## config.mk

```make
export PLATFORM = sky130hd
export DESIGN_NAME = kbc_host_engine
export DESIGN_NICKNAME = d
export VERILOG_FILES = /design/src/rtl/kbc_host_engine.sv
export SDC_FILE = /design/constraint.sdc
export NUM_CORES = 1
export LEC_CHECK = 0
export BUFFER_PORTS_ARGS = -buffer_cell sky130_fd_sc_hd__buf_2
export CAP_MARGIN = 20
export CORE_ASPECT_RATIO = 0.6
export CORE_UTILIZATION = 55
export CTS_CLUSTER_DIAMETER = 80
export CTS_CLUSTER_SIZE = 16
export DETAILED_ROUTE_END_ITERATION = 7
export MAX_ROUTING_LAYER = met4
export PLACE_DENSITY = 0.79
export SLEW_MARGIN = 30
export SYNTH_ARGS = -nofsm -noshare
export SYNTH_HDL_FRONTEND = slang
export SYNTH_SLANG_ARGS = --single-unit
```

## constraint.sdc

```tcl
create_clock -name clk -period 2.4 [get_ports clk]
set_clock_uncertainty 0.1 [all_clocks]
set_input_delay 0.48 -clock clk [delete_from_list [all_inputs] [get_ports clk]]
set_output_delay 0.48 -clock clk [all_outputs]
set_load 0.005 [all_outputs]
```

## src/rtl/kbc_host_engine.sv

```systemverilog
module kbc_host_engine #(
  parameter logic [7:0] MODE_RST  = 8'h03,
  parameter logic [7:0] STAT_RST  = 8'h18,
  parameter logic [7:0] OPORT_RST = 8'hCF
) (
  input  logic       clk,
  input  logic       rst_n,
  input  logic       wr_en,
  input  logic       wr_cmd,
  input  logic [7:0] wr_byte,
  output logic [7:0] status_o,
  output logic       a20_o,
  output logic       sys_reset_o,
  output logic       xlate_o,
  output logic       push_valid_o,
  output logic       push_aux_o,
  output logic [7:0] push_byte_o,
  output logic       kbd_wr_o,
  output logic       aux_wr_o,
  output logic [7:0] dev_byte_o
);

  logic [7:0] mode_q, stat_q, oport_q, armed_q;

  wire cmd_wr  = wr_en &  wr_cmd;
  wire data_wr = wr_en & ~wr_cmd;

  assign status_o = stat_q;
  assign a20_o    = oport_q[1];
  assign xlate_o  = mode_q[6];

  always_ff @(posedge clk) begin
    if (!rst_n) begin
      mode_q       <= MODE_RST;
      stat_q       <= STAT_RST;
      oport_q      <= OPORT_RST;
      armed_q      <= 8'h00;
      sys_reset_o  <= 1'b0;
      push_valid_o <= 1'b0;
      push_aux_o   <= 1'b0;
      push_byte_o  <= 8'h00;
      kbd_wr_o     <= 1'b0;
      aux_wr_o     <= 1'b0;
      dev_byte_o   <= 8'h00;
    end else begin
      sys_reset_o  <= 1'b0;
      push_valid_o <= 1'b0;
      kbd_wr_o     <= 1'b0;
      aux_wr_o     <= 1'b0;
      if (cmd_wr) begin
        if (wr_byte[7:4] == 4'hF) begin
          sys_reset_o <= ~wr_byte[0];
        end else begin
          case (wr_byte)
            8'h20: begin push_valid_o <= 1'b1; push_aux_o <= 1'b0; push_byte_o <= mode_q;  end
            8'hD0: begin push_valid_o <= 1'b1; push_aux_o <= 1'b0; push_byte_o <= oport_q; end
            8'hC0: begin push_valid_o <= 1'b1; push_aux_o <= 1'b0; push_byte_o <= 8'h80;   end
            8'hA9, 8'hAB: begin push_valid_o <= 1'b1; push_aux_o <= 1'b0; push_byte_o <= 8'h00; end
            8'hAA: begin
              stat_q[2]    <= 1'b1;
              push_valid_o <= 1'b1;
              push_aux_o   <= 1'b0;
              push_byte_o  <= 8'h55;
            end
            8'h60, 8'hD1, 8'hD2, 8'hD3, 8'hD4: armed_q <= wr_byte;
            8'hA7: mode_q[5]  <= 1'b1;
            8'hA8: mode_q[5]  <= 1'b0;
            8'hAD: mode_q[4]  <= 1'b1;
            8'hAE: mode_q[4]  <= 1'b0;
            8'hDF: oport_q[1] <= 1'b1;
            8'hDD: oport_q[1] <= 1'b0;
            default: ;
          endcase
        end
      end else if (data_wr) begin
        armed_q    <= 8'h00;
        dev_byte_o <= wr_byte;
        case (armed_q)
          8'h00: kbd_wr_o <= 1'b1;
          8'h60: mode_q   <= wr_byte;
          8'hD1: begin oport_q <= wr_byte; sys_reset_o <= ~wr_byte[0]; end
          8'hD2: begin push_valid_o <= 1'b1; push_aux_o <= 1'b0; push_byte_o <= wr_byte; end
          8'hD3: begin push_valid_o <= 1'b1; push_aux_o <= 1'b1; push_byte_o <= wr_byte; end
          8'hD4: aux_wr_o <= 1'b1;
          default: ;
        endcase
      end
    end
  end

endmodule

```

# ---- Yosys cells after proc, flatten, opt, wreduce, memory -nomap -nowiden
# Cells that the tools add are included.
dict set report op_classes {
  n_eq_ne 30
  mux 36
  bitwise_logic 8
  n_reduce_logical 21
}
# op n
set ops {}
lappend ops {{== test 8 bit, second input constant} 19}
lappend ops {{two-way mux 8 bit} 8}
lappend ops {{case mux 8 bit (5 select lines)} 1}
lappend ops {{AND reduction 4 bit} 5}
lappend ops {{two-way mux 1 bit} 17}
lappend ops {{== test 8 x 7 -> 1 bit, second input constant} 2}
lappend ops {{two-way mux 6 bit} 2}
lappend ops {{AND reduction 3 bit} 4}
lappend ops {{inequality test 3 x 1 -> 1 bit, second input constant} 3}
lappend ops {{== test 8 x 6 -> 1 bit, second input constant} 1}
lappend ops {{logical NOT 8 bit} 1}
lappend ops {{two-way mux 2 bit} 4}
lappend ops {{case mux 1 bit (2 select lines)} 4}
lappend ops {{nonzero test 2 bit} 4}
lappend ops {{inequality test 6 x 1 -> 1 bit, second input constant} 1}
lappend ops {{NOT 1 bit} 6}
lappend ops {{OR reduction 6 bit} 1}
lappend ops {{OR reduction 5 bit} 1}
lappend ops {{== test 4 bit, second input constant} 1}
lappend ops {{inequality test 2 bit, second input constant} 2}
lappend ops {{OR reduction 2 bit} 2}
lappend ops {{nonzero test 3 bit} 1}
lappend ops {{OR reduction 3 bit} 1}
lappend ops {{AND 1 bit} 2}
lappend ops {{2 further kinds} 2}
dict set report word_totals {
  register_bits 46
  in_bits 12
  output_inout_bits 31
  word_cells 109
}

# ---- Depth between registers and ports, before layout
dict set report depth {
  ltp_word 5
  depth_mapped 7
  depth_no_buf 5
}

# ---- Worst setup path before layout
# Ideal clock, no wire load.
dict set report synth_path {
  path_type {input to register}
  start {input wr_byte[4]}
  end {register push_byte_o[7]}
  setup_time_ns 0.116
  arrival_ns 1.707
  required_time_ns 2.184
  setup_slack_ns 0.477
  cell_stages 7
  n_path_buf 2
  path_cell_list {buf_2 and4bb_4 a32oi_4 o211ai_4 buf_6 nand4_1 o211a_1}
}
dict set report synth_between {
  elab_chain_cells 5
  elab_cells_between_ends 14
  classes_between {eq/ne: 9; mux: 3; reduce/logical: 2}
}
# element line_no
set synth_lines {}
lappend synth_lines {{start, declared} 10} ;# input logic [7:0] wr_byte,
lappend synth_lines {{== test 8 bit} 54} ;# case (wr_byte)
lappend synth_lines {{OR reduction 2 bit} -}
lappend synth_lines {{case mux 8 bit (5 select lines)} 54}
lappend synth_lines {{two-way mux 8 bit} 51} ;# if (wr_byte[7:4] == 4'hF) begin
lappend synth_lines {{two-way mux 8 bit} 50} ;# if (cmd_wr) begin
lappend synth_lines {{end signal, assigned} 55} ;# 8'h20: begin push_valid_o <= 1'b1; push_aux_o <= 1'b0; push_byte_o <= mode_q; end
lappend synth_lines {{end signal, assigned} 56} ;# 8'hD0: begin push_valid_o <= 1'b1; push_aux_o <= 1'b0; push_byte_o <= oport_q; end
lappend synth_lines {{end signal, assigned} 57} ;# 8'hC0: begin push_valid_o <= 1'b1; push_aux_o <= 1'b0; push_byte_o <= 8'h80; end
lappend synth_lines {{end, declared} 17} ;# output logic [7:0] push_byte_o,
# Several ways; a longest one is shown, not always the timed one. The select of a mux whose other input is x is not followed.
# A chain may end at the register's enable or synchronous reset.

# ---- Worst setup path in the final report
dict set report layout_path {
  start {input wr_byte[2]}
  end {register armed_q[4]}
}
dict set report layout_between {
  elab_chain_cells 4
  elab_cells_between_ends 8
  classes_between {eq/ne: 6; reduce/logical: 2}
}
# element line_no
set layout_lines {}
lappend layout_lines {{== test 8 x 7 -> 1 bit / == test 8 bit (equally long branches)} 54}
lappend layout_lines {{OR reduction 5 bit (*)} 54}
lappend layout_lines {{inequality test 2 x 1 -> 1 bit (no source line) (*)} -}
lappend layout_lines {{AND reduction 3 bit (no source line) (*)} -}
lappend layout_lines {{end signal, assigned} 65} ;# 8'h60, 8'hD1, 8'hD2, 8'hD3, 8'hD4: armed_q <= wr_byte;
lappend layout_lines {{end, declared} 23} ;# logic [7:0] mode_q, stat_q, oport_q, armed_q;
# Every way passes the cells marked *; elsewhere a longest branch is shown, timed or not.

==> impl_metrics.yaml <==
critical_path:
  path_class: "input pin to flop"
  startpoint_type: "input pin"
  crit_fanout: 14
  arrival_ps: 2150
  cp.required_ps: 2530
  critPathCaptureType: "flop"
clock_network:
  cts_setup_buffers: 0
  clock_sinks: 46
  clockRootBuffer: "clkbuf_8"
  hold_buffers: 0
  htree_levels: 2
  cts_buffer_depth: 2
  cts_buffers: 5
  cts-resized-gates: 0
  clock_latency_ps: 290
  cts_tree: "built"
  path_clk_slew_ps: 80
logic_synthesis:
  ys_seq_area_share_pct: 39.6
  yosys.area_share.xor_xnor_pct: 0.376
  muxShareOfSynthArea_pct: 6.02
  dominantRegCellSynth: "dfxtp_1"
  synth_top_family_by_area: "simple AND/OR/NAND/NOR gates"
  synth_compound_area_share_pct: 18.8
  yosysWarnings: 0
  ys_async_sr_fraction_pct: 0
  yosys.area_share.simple_pct: 26.8
  synth_fa_ha_area_share_pct: 0
  ys_ff_latch: 46
  synth_cell_types: 52
  syn-cell-area_mm2: 0.00233
  syn_inst: 257
  avgSynthCellArea_um2: 9.06
  synth_edf_count: 0
pwr:
  power.density_mw_per_mm2: 538
  p_leak_nw: 1.10
  ir_drop_uv: 284
global_routing:
  grt_pass1_vias: 1813
  use_met3_pct: 5.67
  grt_first_pass_wirelength_um: 8940
  grt-busiest-layer: "met2"
  grt_max_degree: 25
  grt_util_met2_pct: 38.9
  use_met1_pct: 38.7
  grt_antenna_before_repair: 0
  grt_usage_pct: 27.0
  gr-total-overflow: 0
sta:
  slew_headroom_pct: 48.1
  hold_viol: 0
  max_slew.worst_pin.slew_ps: 774
  rsz0062_at_grt: "no"
  finalCriticalPeriod_ps: 2020
  fin_crit_sh_pct: 84.3
  tns_ps: 0
  setup_violations: 0
  max_freq_ghz: 0.494
  fin_ws_ps: 377
  hold_ws_ps: 369
  drv_slew: 0
floorplan:
  pin_count: 43
  die_area_mm2: 0.00450
  core_area_mm2: 0.00385
  die_h_um: 52.4
  chipWidth_um: 86.0
  start_util_pct: 60.4
  rows: 17
finish:
  instances_no_fill: 342
  syn_to_final_growth_pct: 10.2
  design_area_mm2: 0.00256
  nets: 297
  regArea_um2: 921
  fillers: 328
  drive_gt1_share_pct: 21.1
  layout_commonest_cell: "dfxtp_1"
  multi_input_area_mm2: 0.00123
  insertedDiodeCount: 0
  most-common-layout-cells: "dfxtp_1 (46), nand2_1 (38), buf_2 (35)"
route:
  wl_per_cell_um: 15.7
  routed_wl_um: 5380
  avgViaCountPerCell: 5.80
  drc: 0
  drtIter0Drc: 157
  firstDrtPassIters: 5
  vias: 1983
  ant_nets: 0
min_path:
  hold_path_class: "flop to flop"
placement:
  post-dp-hpwl_um: 3930
  port_buffers: 35
  place_ws_ps: 81.3
  dp.cells: 335
  place_area_mm2: 0.00248
  gp_congestion: 0.930
run_status:
  status: "finished, final reports clean"
job:
  max_cap_violations: 0
[critical path, stage by stage]
cell      delay (ps)
buf_2            210
nor4_4           410
and3_1           220
o21ai_1          270
or3_1            440
a21boi_1         130
[Yosys cell counts (all sizes together), types with 3 or more instances]
cell type / number / area (um2)
nand3: 10 / 50.1
o2111ai: 3 / 26.3
nand4: 5 / 31.3
a221o: 4 / 40.0
buf: 17 / 130
nor3: 3 / 15.0
mux2i: 14 / 140
a21oi: 5 / 25.0
o22ai: 5 / 31.3
nor2b: 12 / 75.1
inv: 6 / 22.5
nand2: 38 / 143
nor3b: 4 / 30.0
o21a: 6 / 45.0
and3: 3 / 18.8
clkbuf: 10 / 37.5
o21ai: 6 / 30.0
dfxtp: 46 / 921
and2: 3 / 18.8
nor4: 3 / 55.1
o211a: 4 / 40.0
nor2: 12 / 45.0
a21boi: 10 / 75.1
[worst paths after layout]
check,from,to,slack [ps],cells after the start
hold / removal,dev_byte_o[4],dev_byte_o[4],370,2
setup reg to reg,armed_q[5],mode_q[5],460,4
setup / recovery,wr_byte[2],armed_q[4],380,6
hold reg to reg,dev_byte_o[4],dev_byte_o[4],370,2
[through the flow]
step           util, %  total power, mW
2_1_floorplan        -            0.915
3_3_place_gp      64.5            0.952
3_5_place_dp      64.5            0.955
4_1_cts           66.6             1.39
5_1_grt           66.6             1.44
6_report          66.6             1.38
[layout make-up]
class	count	area share, %
clock buffer	5	2.68
inverter	6	0.878
multi-input combinational	183	48.2
timing repair buffer	43	9.18
clock inverter	2	0.390
sequential	46	35.9
tap	57	2.78
[flip-flops by register name (all words and copies together), names as in the netlist]
register	cells
push_byte_o	8
kbd_wr_o	1
aux_wr_o	1
mode_q	8
push_aux_o	1
oport_q	8
push_valid_o	1
sys_reset_o	1
dev_byte_o	8
status_o	1
armed_q	8
[logic make-up after synthesis]
| logic type | Yosys count |
|---|---|
| compound gates | 53 |
| xor+xnor | 1 |
| buf+inv | 33 |
| flops | 46 |
| mux | 14 |
| other cells | 2 |
| simple gates | 108 |
[layer usage]
| layer | share of wire [%] | wire length, um |
|---|---|---|
| met2 | 41 | 2230 |
| met5 | 0 | 0 |
| met1 | 49 | 2630 |
| met3 | 8.8 | 472 |
| met4 | 0.87 | 47 |
[where the power goes]
part           internal (mW)  total (mW)  leakage (nW)  switching, mW
clock                  0.196       0.440        0.0438          0.244
combinational         0.0574       0.155         0.687         0.0978
sequential             0.776       0.785         0.373        0.00839
Power figures use the tool's default switching activity.
